--- src/rtl/cil_pkg.sv ---
package cil_pkg;
  typedef enum logic [2:0] {
    ST_IDLE,
    ST_HDR0,
    ST_HDR1,
    ST_HDR2,
    ST_PROG,
    ST_WINIT,
    ST_STREAM,
    ST_WDONE
  } cil_state_t;

  localparam logic [31:0] CIL_SYNC = 32'hC0DEF00D;
endpackage

--- src/rtl/cil_edge.sv ---
module cil_edge #(
  parameter int W = 2
) (
  input  logic         clk,
  input  logic         rst_n,
  input  logic [W-1:0] sig,
  output logic [W-1:0] rise
);
  logic [W-1:0] prev;

  always_ff @(posedge clk) begin
    if (!rst_n) prev <= '0;
    else        prev <= sig;
  end

  assign rise = sig & ~prev;
endmodule

--- src/rtl/cil_timer.sv ---
module cil_timer #(
  parameter int CW = 8
) (
  input  logic          clk,
  input  logic          rst_n,
  input  logic          restart,
  output logic [CW-1:0] cnt
);
  always_ff @(posedge clk) begin
    if (!rst_n)              cnt <= '0;
    else if (restart)        cnt <= '0;
    else if (cnt != '1)      cnt <= cnt + 1'b1;
  end
endmodule

--- src/rtl/cil_stream.sv ---
module cil_stream #(
  parameter int SEC_AW = 6,
  parameter int DW     = 32
) (
  input  logic              clk,
  input  logic              rst_n,
  input  logic              start,
  input  logic              run,
  input  logic [1:0]        sect,
  input  logic [SEC_AW-1:0] len,
  output logic              rd,
  output logic [SEC_AW+1:0] addr,
  input  logic [DW-1:0]     rdata,
  output logic [DW-1:0]     data,
  output logic              valid,
  input  logic              ready,
  output logic              done
);
  logic [SEC_AW-1:0] left;
  logic [SEC_AW-1:0] idx;
  logic              pend;

  // a read is issued only when the output slot will be free on its return
  assign rd   = run && (left != '0) && !pend && (!valid || ready);
  assign addr = {sect, idx};
  assign done = run && (left == '0) && !pend && !valid;

  always_ff @(posedge clk) begin
    if (!rst_n) begin
      left  <= '0;
      idx   <= '0;
      pend  <= 1'b0;
      valid <= 1'b0;
      data  <= '0;
    end else if (start) begin
      left  <= len;
      idx   <= SEC_AW'(2);
      pend  <= 1'b0;
      valid <= 1'b0;
    end else begin
      pend <= rd;
      if (rd) begin
        left <= left - 1'b1;
        idx  <= idx + 1'b1;
      end
      if (pend) begin
        data  <= rdata;
        valid <= 1'b1;
      end else if (valid && ready) begin
        valid <= 1'b0;
      end
    end
  end
endmodule

--- src/rtl/cfg_image_loader.sv ---
module cfg_image_loader
  import cil_pkg::*;
#(
  parameter int          SEC_AW    = 6,
  parameter int          DW        = 32,
  parameter int          PROG_CYC  = 4,
  parameter int          TMO_CYC   = 4096,
  parameter logic [31:0] SYNC_WORD = CIL_SYNC
) (
  input  logic              clk,
  input  logic              rst_n,
  input  logic              inhibit,
  input  logic [1:0]        boot_sel,
  input  logic              prog_clear,
  input  logic              reload,
  input  logic [1:0]        img_sel,
  output logic              fl_rd,
  output logic [SEC_AW+1:0] fl_addr,
  input  logic [DW-1:0]     fl_data,
  output logic              cfg_prog_n,
  input  logic              cfg_init,
  input  logic              cfg_done,
  output logic [DW-1:0]     cfg_data,
  output logic              cfg_valid,
  input  logic              cfg_ready,
  output logic              err,
  output logic              fallback,
  output logic [1:0]        cur_img
);
  localparam int TMAX    = (TMO_CYC > PROG_CYC) ? TMO_CYC : PROG_CYC;
  localparam int TW      = $clog2(TMAX + 1);
  localparam int MAX_LEN = (1 << SEC_AW) - 2;
  localparam logic [TW-1:0] PROG_LAST = TW'(PROG_CYC - 1);
  localparam logic [TW-1:0] TMO_LAST  = TW'(TMO_CYC - 1);

  cil_state_t        state, state_n;
  logic [1:0]        rise;
  logic [TW-1:0]     tcnt;
  logic [1:0]        sect;
  logic              is_req, boot_pend, sync_ok;
  logic [SEC_AW-1:0] len_q;
  logic              hdr_ok, go, s_rd, s_done, s_start;
  logic [SEC_AW+1:0] s_addr;

  cil_edge #(.W(2)) u_edge (
    .clk(clk), .rst_n(rst_n), .sig({prog_clear, reload}), .rise(rise)
  );

  cil_timer #(.CW(TW)) u_tmr (
    .clk(clk), .rst_n(rst_n), .restart(state_n != state), .cnt(tcnt)
  );

  assign s_start = (state == ST_WINIT) && cfg_init;

  cil_stream #(.SEC_AW(SEC_AW), .DW(DW)) u_strm (
    .clk(clk), .rst_n(rst_n), .start(s_start), .run(state == ST_STREAM),
    .sect(sect), .len(len_q), .rd(s_rd), .addr(s_addr), .rdata(fl_data),
    .data(cfg_data), .valid(cfg_valid), .ready(cfg_ready), .done(s_done)
  );

  assign go     = !inhibit && (boot_pend || rise[1] || rise[0]);
  assign hdr_ok = sync_ok && (fl_data != '0) && (fl_data <= DW'(MAX_LEN));

  always_comb begin
    state_n = state;
    unique case (state)
      ST_IDLE:   if (go) state_n = ST_HDR0;
      ST_HDR0:   state_n = ST_HDR1;
      ST_HDR1:   state_n = ST_HDR2;
      ST_HDR2:   state_n = hdr_ok ? ST_PROG : (is_req ? ST_HDR0 : ST_IDLE);
      ST_PROG:   if (tcnt == PROG_LAST) state_n = ST_WINIT;
      ST_WINIT:  if (cfg_init) state_n = ST_STREAM;
                 else if (tcnt == TMO_LAST) state_n = ST_IDLE;
      ST_STREAM: if (s_done) state_n = ST_WDONE;
      ST_WDONE:  if (cfg_done || tcnt == TMO_LAST) state_n = ST_IDLE;
      default:   state_n = ST_IDLE;
    endcase
  end

  always_ff @(posedge clk) begin
    if (!rst_n) begin
      state     <= ST_IDLE;
      sect      <= 2'd0;
      is_req    <= 1'b0;
      boot_pend <= 1'b1;
      sync_ok   <= 1'b0;
      len_q     <= '0;
      err       <= 1'b0;
      fallback  <= 1'b0;
      cur_img   <= 2'd0;
    end else begin
      state <= state_n;
      unique case (state)
        ST_IDLE: begin
          if (inhibit) begin
            boot_pend <= 1'b0;
          end else if (go) begin
            boot_pend <= 1'b0;
            err       <= 1'b0;
            fallback  <= 1'b0;
            if (boot_pend || rise[1]) begin
              sect   <= boot_sel;
              is_req <= 1'b0;
            end else begin
              sect   <= img_sel;
              is_req <= 1'b1;
            end
          end
        end
        ST_HDR1: sync_ok <= (fl_data == SYNC_WORD);
        ST_HDR2: begin
          if (hdr_ok) begin
            len_q <= fl_data[SEC_AW-1:0];
          end else if (is_req) begin
            sect     <= boot_sel;
            is_req   <= 1'b0;
            fallback <= 1'b1;
          end else begin
            err <= 1'b1;
          end
        end
        ST_WINIT: if (!cfg_init && tcnt == TMO_LAST) err <= 1'b1;
        ST_WDONE: begin
          if (cfg_done)              cur_img <= sect;
          else if (tcnt == TMO_LAST) err     <= 1'b1;
        end
        default: ;
      endcase
    end
  end

  assign cfg_prog_n = (state != ST_PROG);
  assign fl_rd      = (state == ST_HDR0) || (state == ST_HDR1) || s_rd;
  always_comb begin
    if (state == ST_HDR0)      fl_addr = {sect, {SEC_AW{1'b0}}};
    else if (state == ST_HDR1) fl_addr = {sect, SEC_AW'(1)};
    else                       fl_addr = s_addr;
  end
endmodule

--- config.mk ---
export PLATFORM = sky130hd
export DESIGN_NAME = cfg_image_loader
export DESIGN_NICKNAME = d
export VERILOG_FILES = /design/src/rtl/cil_pkg.sv /design/src/rtl/cil_edge.sv /design/src/rtl/cil_timer.sv /design/src/rtl/cil_stream.sv /design/src/rtl/cfg_image_loader.sv
export SDC_FILE = /design/constraint.sdc
export NUM_CORES = 1
export LEC_CHECK = 0
export BUFFER_PORTS_ARGS = -buffer_cell sky130_fd_sc_hd__buf_2
export CAP_MARGIN = 20
export CORE_MARGIN = 1.5
export CORE_UTILIZATION = 39
export CTS_CLUSTER_DIAMETER = 80
export CTS_CLUSTER_SIZE = 8
export DETAILED_ROUTE_END_ITERATION = 10
export GPL_TIMING_DRIVEN = 1
export PLACE_DENSITY = 0.71
export SETUP_SLACK_MARGIN = 0.5
export SYNTH_ARGS = -nofsm -noshare
export SYNTH_HDL_FRONTEND = slang
export SYNTH_SLANG_ARGS = --single-unit
export TNS_END_PERCENT = 20
--- constraint.sdc ---
create_clock -name clk -period 1.7 [get_ports clk]
set_input_delay 0.34 -clock clk [delete_from_list [all_inputs] [get_ports clk]]
set_output_delay 0.34 -clock clk [all_outputs]
set_load 0.02 [all_outputs]
== Yosys cells after proc, flatten, opt, wreduce, memory -nomap -nowiden ==
Index checks and enable logic that the tools add are counted.

* Reductions and logical operators: 40
* $mul: 0
* Equal/unequal tests: 21
* Div/mod/pow operators: 0
* Add/sub/neg operators: 3
* Shifts and indexed selects: 0
* Mux-type cells: 40
* Order comparisons: 1
* Bitwise operators: 4

{| class="wikitable"
|+ Operators with widths
! kind !! count
|-
| $eq A32 B32 Y1 const B || 1
|-
| $le A32 B6 Y1 const B || 1
|-
| $reduce_bool A32 Y1 || 1
|-
| $mux W6 || 4
|-
| $pmux W3 S8 || 1
|-
| $mux W3 || 7
|-
| $mux W1 || 17
|-
| $mux W2 || 7
|-
| $ne A2 B2 Y1 const B || 7
|-
| $add A13 B1 Y13 const B || 1
|-
| $eq A13 B12 Y1 const B || 1
|-
| $eq A13 B2 Y1 const B || 1
|-
| $ne A13 B13 Y1 const B || 1
|-
| $eq A3 B3 Y1 const B || 4
|-
| $logic_and A1 B1 Y1 || 12
|-
| $reduce_and A2 Y1 || 4
|-
| $reduce_and A8 Y1 || 1
|-
| $reduce_bool A2 Y1 || 4
|-
| $add A6 B1 Y6 const B || 1
|-
| $eq A3 B2 Y1 const B || 2
|-
| $logic_not A6 Y1 || 1
|-
| $logic_or A1 B1 Y1 || 6
|-
| $reduce_bool A6 Y1 || 1
|-
| $sub A6 B1 Y6 const B || 1
|-
| 16 further kinds || 22
|}

* Memory bits (writable): 0
* ROM bits: 0
* Latch bits: 0
* Bits of input ports: 44
* Logic and storage cells: 126
* Output and inout bits: 47
* Memories: 0
* Register bits after elaboration: 79

== Longest topological paths before layout ==
* Depth in word-level cells: 9
* Mapped depth: 8
* Depth with buffers taken out: 7

== By module ==
Synthesis repeated with hierarchy kept, for this count alone.

* Cell total of the unflattened synthesis: 444
* Area, all modules: 3842.4 µm²

{| class="wikitable"
|+ By module, submodules not included
! module !! cells an instance !! seq. area each (µm²) !! times used !! area each (µm²)
|-
| cil_stream || 224 || 920.9 || 1 || 1916.8
|-
| cfg_image_loader || 147 || 360.3 || 1 || 1233.7
|-
| cil_timer || 67 || 260.2 || 1 || 611.8
|-
| cil_edge || 6 || 40.0 || 1 || 80.1
|}

== Least setup slack after synthesis ==
Ideal clock, no wire load.

* Path type: register to output
* Start point: reg u_strm.left[0]
* End point: out fl_rd
* Data arrival time: 1.706 ns
* Setup slack: -0.346 ns
* Path buffers: 1
* Stages on the path, launching flop included: 7
* Data required time: 1.360 ns
* Path through: dfxtp_1 > inv_1 > ha_1 > or4b_1 > o211ai_2 > buf_2 > o21ai_0

* Longest elaborated chain between the ends: 5

{| class="wikitable"
|+ RTL lines
! item !! RTL line !! source
|-
| from (decl) || cil_stream.sv:19 || <nowiki>logic [SEC_AW-1:0] left;</nowiki>
|-
| from (signal assigned) || cil_stream.sv:36 || <nowiki>left <= len;</nowiki>
|-
| from (signal assigned) || cil_stream.sv:43 || <nowiki>left <= left - 1'b1;</nowiki>
|-
| $reduce_bool A6 Y1 || cil_stream.sv:24 || <nowiki>assign rd = run && (left != '0) && !pend && (!valid || ready);</nowiki>
|-
| $logic_and A1 B1 Y1 (3 in a row) || cil_stream.sv:24 ||
|-
| $logic_or A1 B1 Y1 || cfg_image_loader.sv:133 || <nowiki>assign fl_rd = (state == ST_HDR0) || (state == ST_HDR1) || s_rd;</nowiki>
|-
| to (decl) || cfg_image_loader.sv:17 || <nowiki>output logic fl_rd,</nowiki>
|}

Every way passes these cells.

== Worst setup path in the final report ==
* Start point: reg u_strm.left[1]
* End point: out fl_rd

Same word-level chain as after synthesis.

==> impl_metrics.env <==
export IMPL_ys_ff_latch=79
export IMPL_via_count=4079
export IMPL_fp_row_count=35
export IMPL_failed_checks="negative setup slack"
export IMPL_dieWidth_um=101
export IMPL_track_usage=0.231
export IMPL_critical_path_endpoint_type="output port"
export IMPL_criticalPathCategory="flip-flop to output port"
export IMPL_synth_fp_nets=486
export IMPL_post_route_worst_setup_slack_ns=-0.472
export IMPL_finalWorstPathRequiredPeriod_ns=2.17
export IMPL_number_of_enable_flip_flop_cells_after_synthesis=0
export IMPL_drt_first_pass_iters=5
export IMPL_die_height_um=101
export IMPL_post_dp_hpwl_um=7320
export IMPL_final_layout_size_suffix_gt1_frac=0.541
export IMPL_ctsLongestPathBuffers=2
export IMPL_htree_num_levels=3
export IMPL_hold_violations=0
export IMPL_ys_warnings_count=0
export IMPL_worst_path_max_fanout=2
export IMPL_fp_coreArea_um2=9240
export IMPL_timing_final_max_slew_violations=0
export IMPL_initial_core_util=0.401
export IMPL_insertion_delay_ns=0.37
export IMPL_fp_dieArea_um2=10100
export IMPL_clk_transition_reported_paths_ns=0.09
export IMPL_worst_ir_drop_on_vdd_uv=462
export IMPL_synth_cell_type_count=56
export IMPL_grt_overflow_total=0
export IMPL_total_routed_length_um=12500
export IMPL_postPlaceCellArea_um2=4910
export IMPL_worst_slew_pin_slew_ns=0.325
export IMPL_antenna_cells_inserted=0
export IMPL_flow_area_growth_from_synthesis_pct=69.2
export IMPL_setup_repair_after_global_routing_missed_its_margin="yes"
export IMPL_io_pins=91
export IMPL_synthFlopType="sky130_fd_sc_hd__dfxtp_1"
export IMPL_worstPathRequired_ns=1.36
export IMPL_worst_clock_skew_ns=0.00990
export IMPL_grt_pass1_wl_um=18300
export IMPL_cts_made_buffers=9
export IMPL_routedWlPerCell_um=16.5
export IMPL_nets=675
export IMPL_max_slew_margin=0.780
export IMPL_leakagePower_nw=2.63
export IMPL_outcome="complete, but fails checks"
export IMPL_residual_drc=0
export IMPL_cts_sinks=79
export IMPL_grt_max_degree=31
export IMPL_place_ws_ns=-0.310
export IMPL_r2r_cells=10
export IMPL_synthCells=438
export IMPL_min_period_over_period=1.28
export IMPL_holdPathStages=2
export IMPL_final_util=0.679
export IMPL_grt_antenna_before_repair=0
export IMPL_route_antenna_remaining_nets=0
export IMPL_final_sum_of_negative_setup_slack_ns=-10.10
export IMPL_count_of_endpoints_failing_setup_in_the_final_report=35
export IMPL_synth_avg_cell_area_um2=8.47
export IMPL_io_buffers=90
export IMPL_area_of_the_mapped_netlist_um2=3710
export IMPL_root_buffer="sky130_fd_sc_hd__clkbuf_8"
export IMPL_grt_pass1_vias=3847
export IMPL_setup_worst_path_start_class="flip-flop"
export IMPL_cts_tree="built"
export IMPL_sequential_share_of_the_synthesized_area=0.426
export IMPL_layout_cell_area_non_filler_um2=6270
export IMPL_async_flop_share=0
export IMPL_max_freq_mhz=460
export IMPL_min_delay_path_class="input pin to flip-flop"
export IMPL_crit_arrival_ns=1.83
export IMPL_detailedRoute_firstIterationViolations=278
export IMPL_gp_congestion=0.895
export IMPL_power_density_nw_per_um2=662
export IMPL_post_drt_via_cell_ratio=5.36
export IMPL_max_cap_violations=0
[stage by stage]
step                      power [mW]  std cells  hold slack [ns]
final                           4.15        761            0.177
after global routing            4.29        761            0.180
after CTS                       4.10        745            0.175
after detailed placement        2.41        713            0.452
after global placement          2.40        713            0.447
after floorplan                 2.18        438            0.436
[report_power, final]
part / total [mW] / internal, mW / switching, mW
logic: 0.704 / 0.377 / 0.328
clock network: 1.54 / 0.772 / 0.769
registers: 1.91 / 1.88 / 0.0296
total: 4.15 / 3.03 / 1.13
[critical path, stage by stage, from the launching register on]
cell and delay [ns]:
sky130_fd_sc_hd__dfxtp_2 0.33, sky130_fd_sc_hd__inv_2 0.07, sky130_fd_sc_hd__ha_4 0.12, sky130_fd_sc_hd__or4b_4 0.49
sky130_fd_sc_hd__o211ai_4 0.23, sky130_fd_sc_hd__o21ai_4 0.08, sky130_fd_sc_hd__buf_6 0.13
[flip-flops by register name, indices dropped and copies added (netlist names), 2 cells and up]
signal       flops
cur_img          2
sect             2
state            3
u_strm.left      6
u_tmr.cnt       13
len_q            6
u_strm.idx       6
u_edge.prev      2
u_strm.data     32
[final timing paths]
check                  start  slack [ns]         endpoint
max           u_strm.left[1]       -0.47            fl_rd
min reg2reg  u_strm.data[14]        0.46  u_strm.data[14]
min               prog_clear        0.18   u_edge.prev[1]
max reg2reg   u_strm.left[1]       -0.46     u_tmr.cnt[7]
[metal layers]
| metal | track usage | part of all wire |
|---|---|---|
| met3 | 0.0576 | 0.069 |
| met4 | 0.0813 | 0.023 |
| met5 | 0 | 0 |
| met2 | 0.398 | 0.50 |
| met1 | 0.279 | 0.41 |
[cell usage after synthesis (4+ instances only)]
| master | number | area share |
|---|---|---|
| sky130_fd_sc_hd__mux2i_1 | 12 | 0.032 |
| sky130_fd_sc_hd__o21ai_0 | 17 | 0.023 |
| sky130_fd_sc_hd__inv_1 | 11 | 0.011 |
| sky130_fd_sc_hd__nand2_1 | 86 | 0.087 |
| sky130_fd_sc_hd__nand3_1 | 15 | 0.020 |
| sky130_fd_sc_hd__nor2b_1 | 17 | 0.029 |
| sky130_fd_sc_hd__ha_1 | 4 | 0.013 |
| sky130_fd_sc_hd__clkbuf_1 | 17 | 0.017 |
| sky130_fd_sc_hd__nor2_1 | 28 | 0.028 |
| sky130_fd_sc_hd__a21boi_0 | 35 | 0.071 |
| sky130_fd_sc_hd__nand4_1 | 8 | 0.013 |
| sky130_fd_sc_hd__a21oi_1 | 9 | 0.012 |
| sky130_fd_sc_hd__nor3_1 | 11 | 0.015 |
| sky130_fd_sc_hd__dfxtp_1 | 79 | 0.43 |
| sky130_fd_sc_hd__xnor2_1 | 6 | 0.014 |
| sky130_fd_sc_hd__xor2_1 | 6 | 0.014 |
| sky130_fd_sc_hd__nor4_1 | 9 | 0.015 |
[cells in the final DEF, fill, tap and decap left out, types with 4 or more instances in the layout]
master and count:
sky130_fd_sc_hd__o21ai_0 8, sky130_fd_sc_hd__inv_1 8, sky130_fd_sc_hd__a21oi_1 7, sky130_fd_sc_hd__nand2_1 61, sky130_fd_sc_hd__buf_4 80, sky130_fd_sc_hd__a21boi_1 25
sky130_fd_sc_hd__dfxtp_1 34, sky130_fd_sc_hd__dfxtp_2 42, sky130_fd_sc_hd__xnor2_1 4, sky130_fd_sc_hd__nor2b_1 11, sky130_fd_sc_hd__nand2_2 17, sky130_fd_sc_hd__nor4_1 8
sky130_fd_sc_hd__buf_12 4, sky130_fd_sc_hd__nand3_1 15, sky130_fd_sc_hd__nor2b_4 6, sky130_fd_sc_hd__nand4_1 8, sky130_fd_sc_hd__clkbuf_8 11, sky130_fd_sc_hd__nand2_4 8
sky130_fd_sc_hd__o21ai_1 5, sky130_fd_sc_hd__a21boi_0 7, sky130_fd_sc_hd__buf_2 43, sky130_fd_sc_hd__nor2_1 25, sky130_fd_sc_hd__nor3_1 8, sky130_fd_sc_hd__xor2_1 6
sky130_fd_sc_hd__buf_6 69, sky130_fd_sc_hd__mux2i_1 12
[what timing repair did]
| action | CTS | global route |
|---|---|---|
| buffers inserted | 13 | 14 |
| resized for setup | 184 | 94 |
| gates cloned | 3 | 2 |
| hold buffers | 0 | 0 |
| setup endpoints to repair | 124 | 122 |
| pin swaps | 33 | 37 |
[kinds of logic (layout without fill, tap and decap cells)]
group,count (synthesis),in the layout,synth area share
AO/OA/AOI/OAI,93,93,0.182
XOR/XNOR,12,12,0.0283
adder cells (fa/ha/maj),4,4,0.0135
buffers and inverters,34,228,0.0395
flip-flops,79,79,0.426
multiplexers,12,12,0.0324
AND/OR/NAND/NOR,204,204,0.278
[final cells by class]
type	instances	area (µm²)
Fill cell	650	2970
Sequential cell	79	1650
Clock inverter	5	65.1
Timing Repair Buffer	201	1810
Inverter	11	43.8
Tap cell	129	161
Multi-Input combinational cell	325	2400
Clock buffer	11	151
Note: power is estimated with default switching activity, not from simulation.
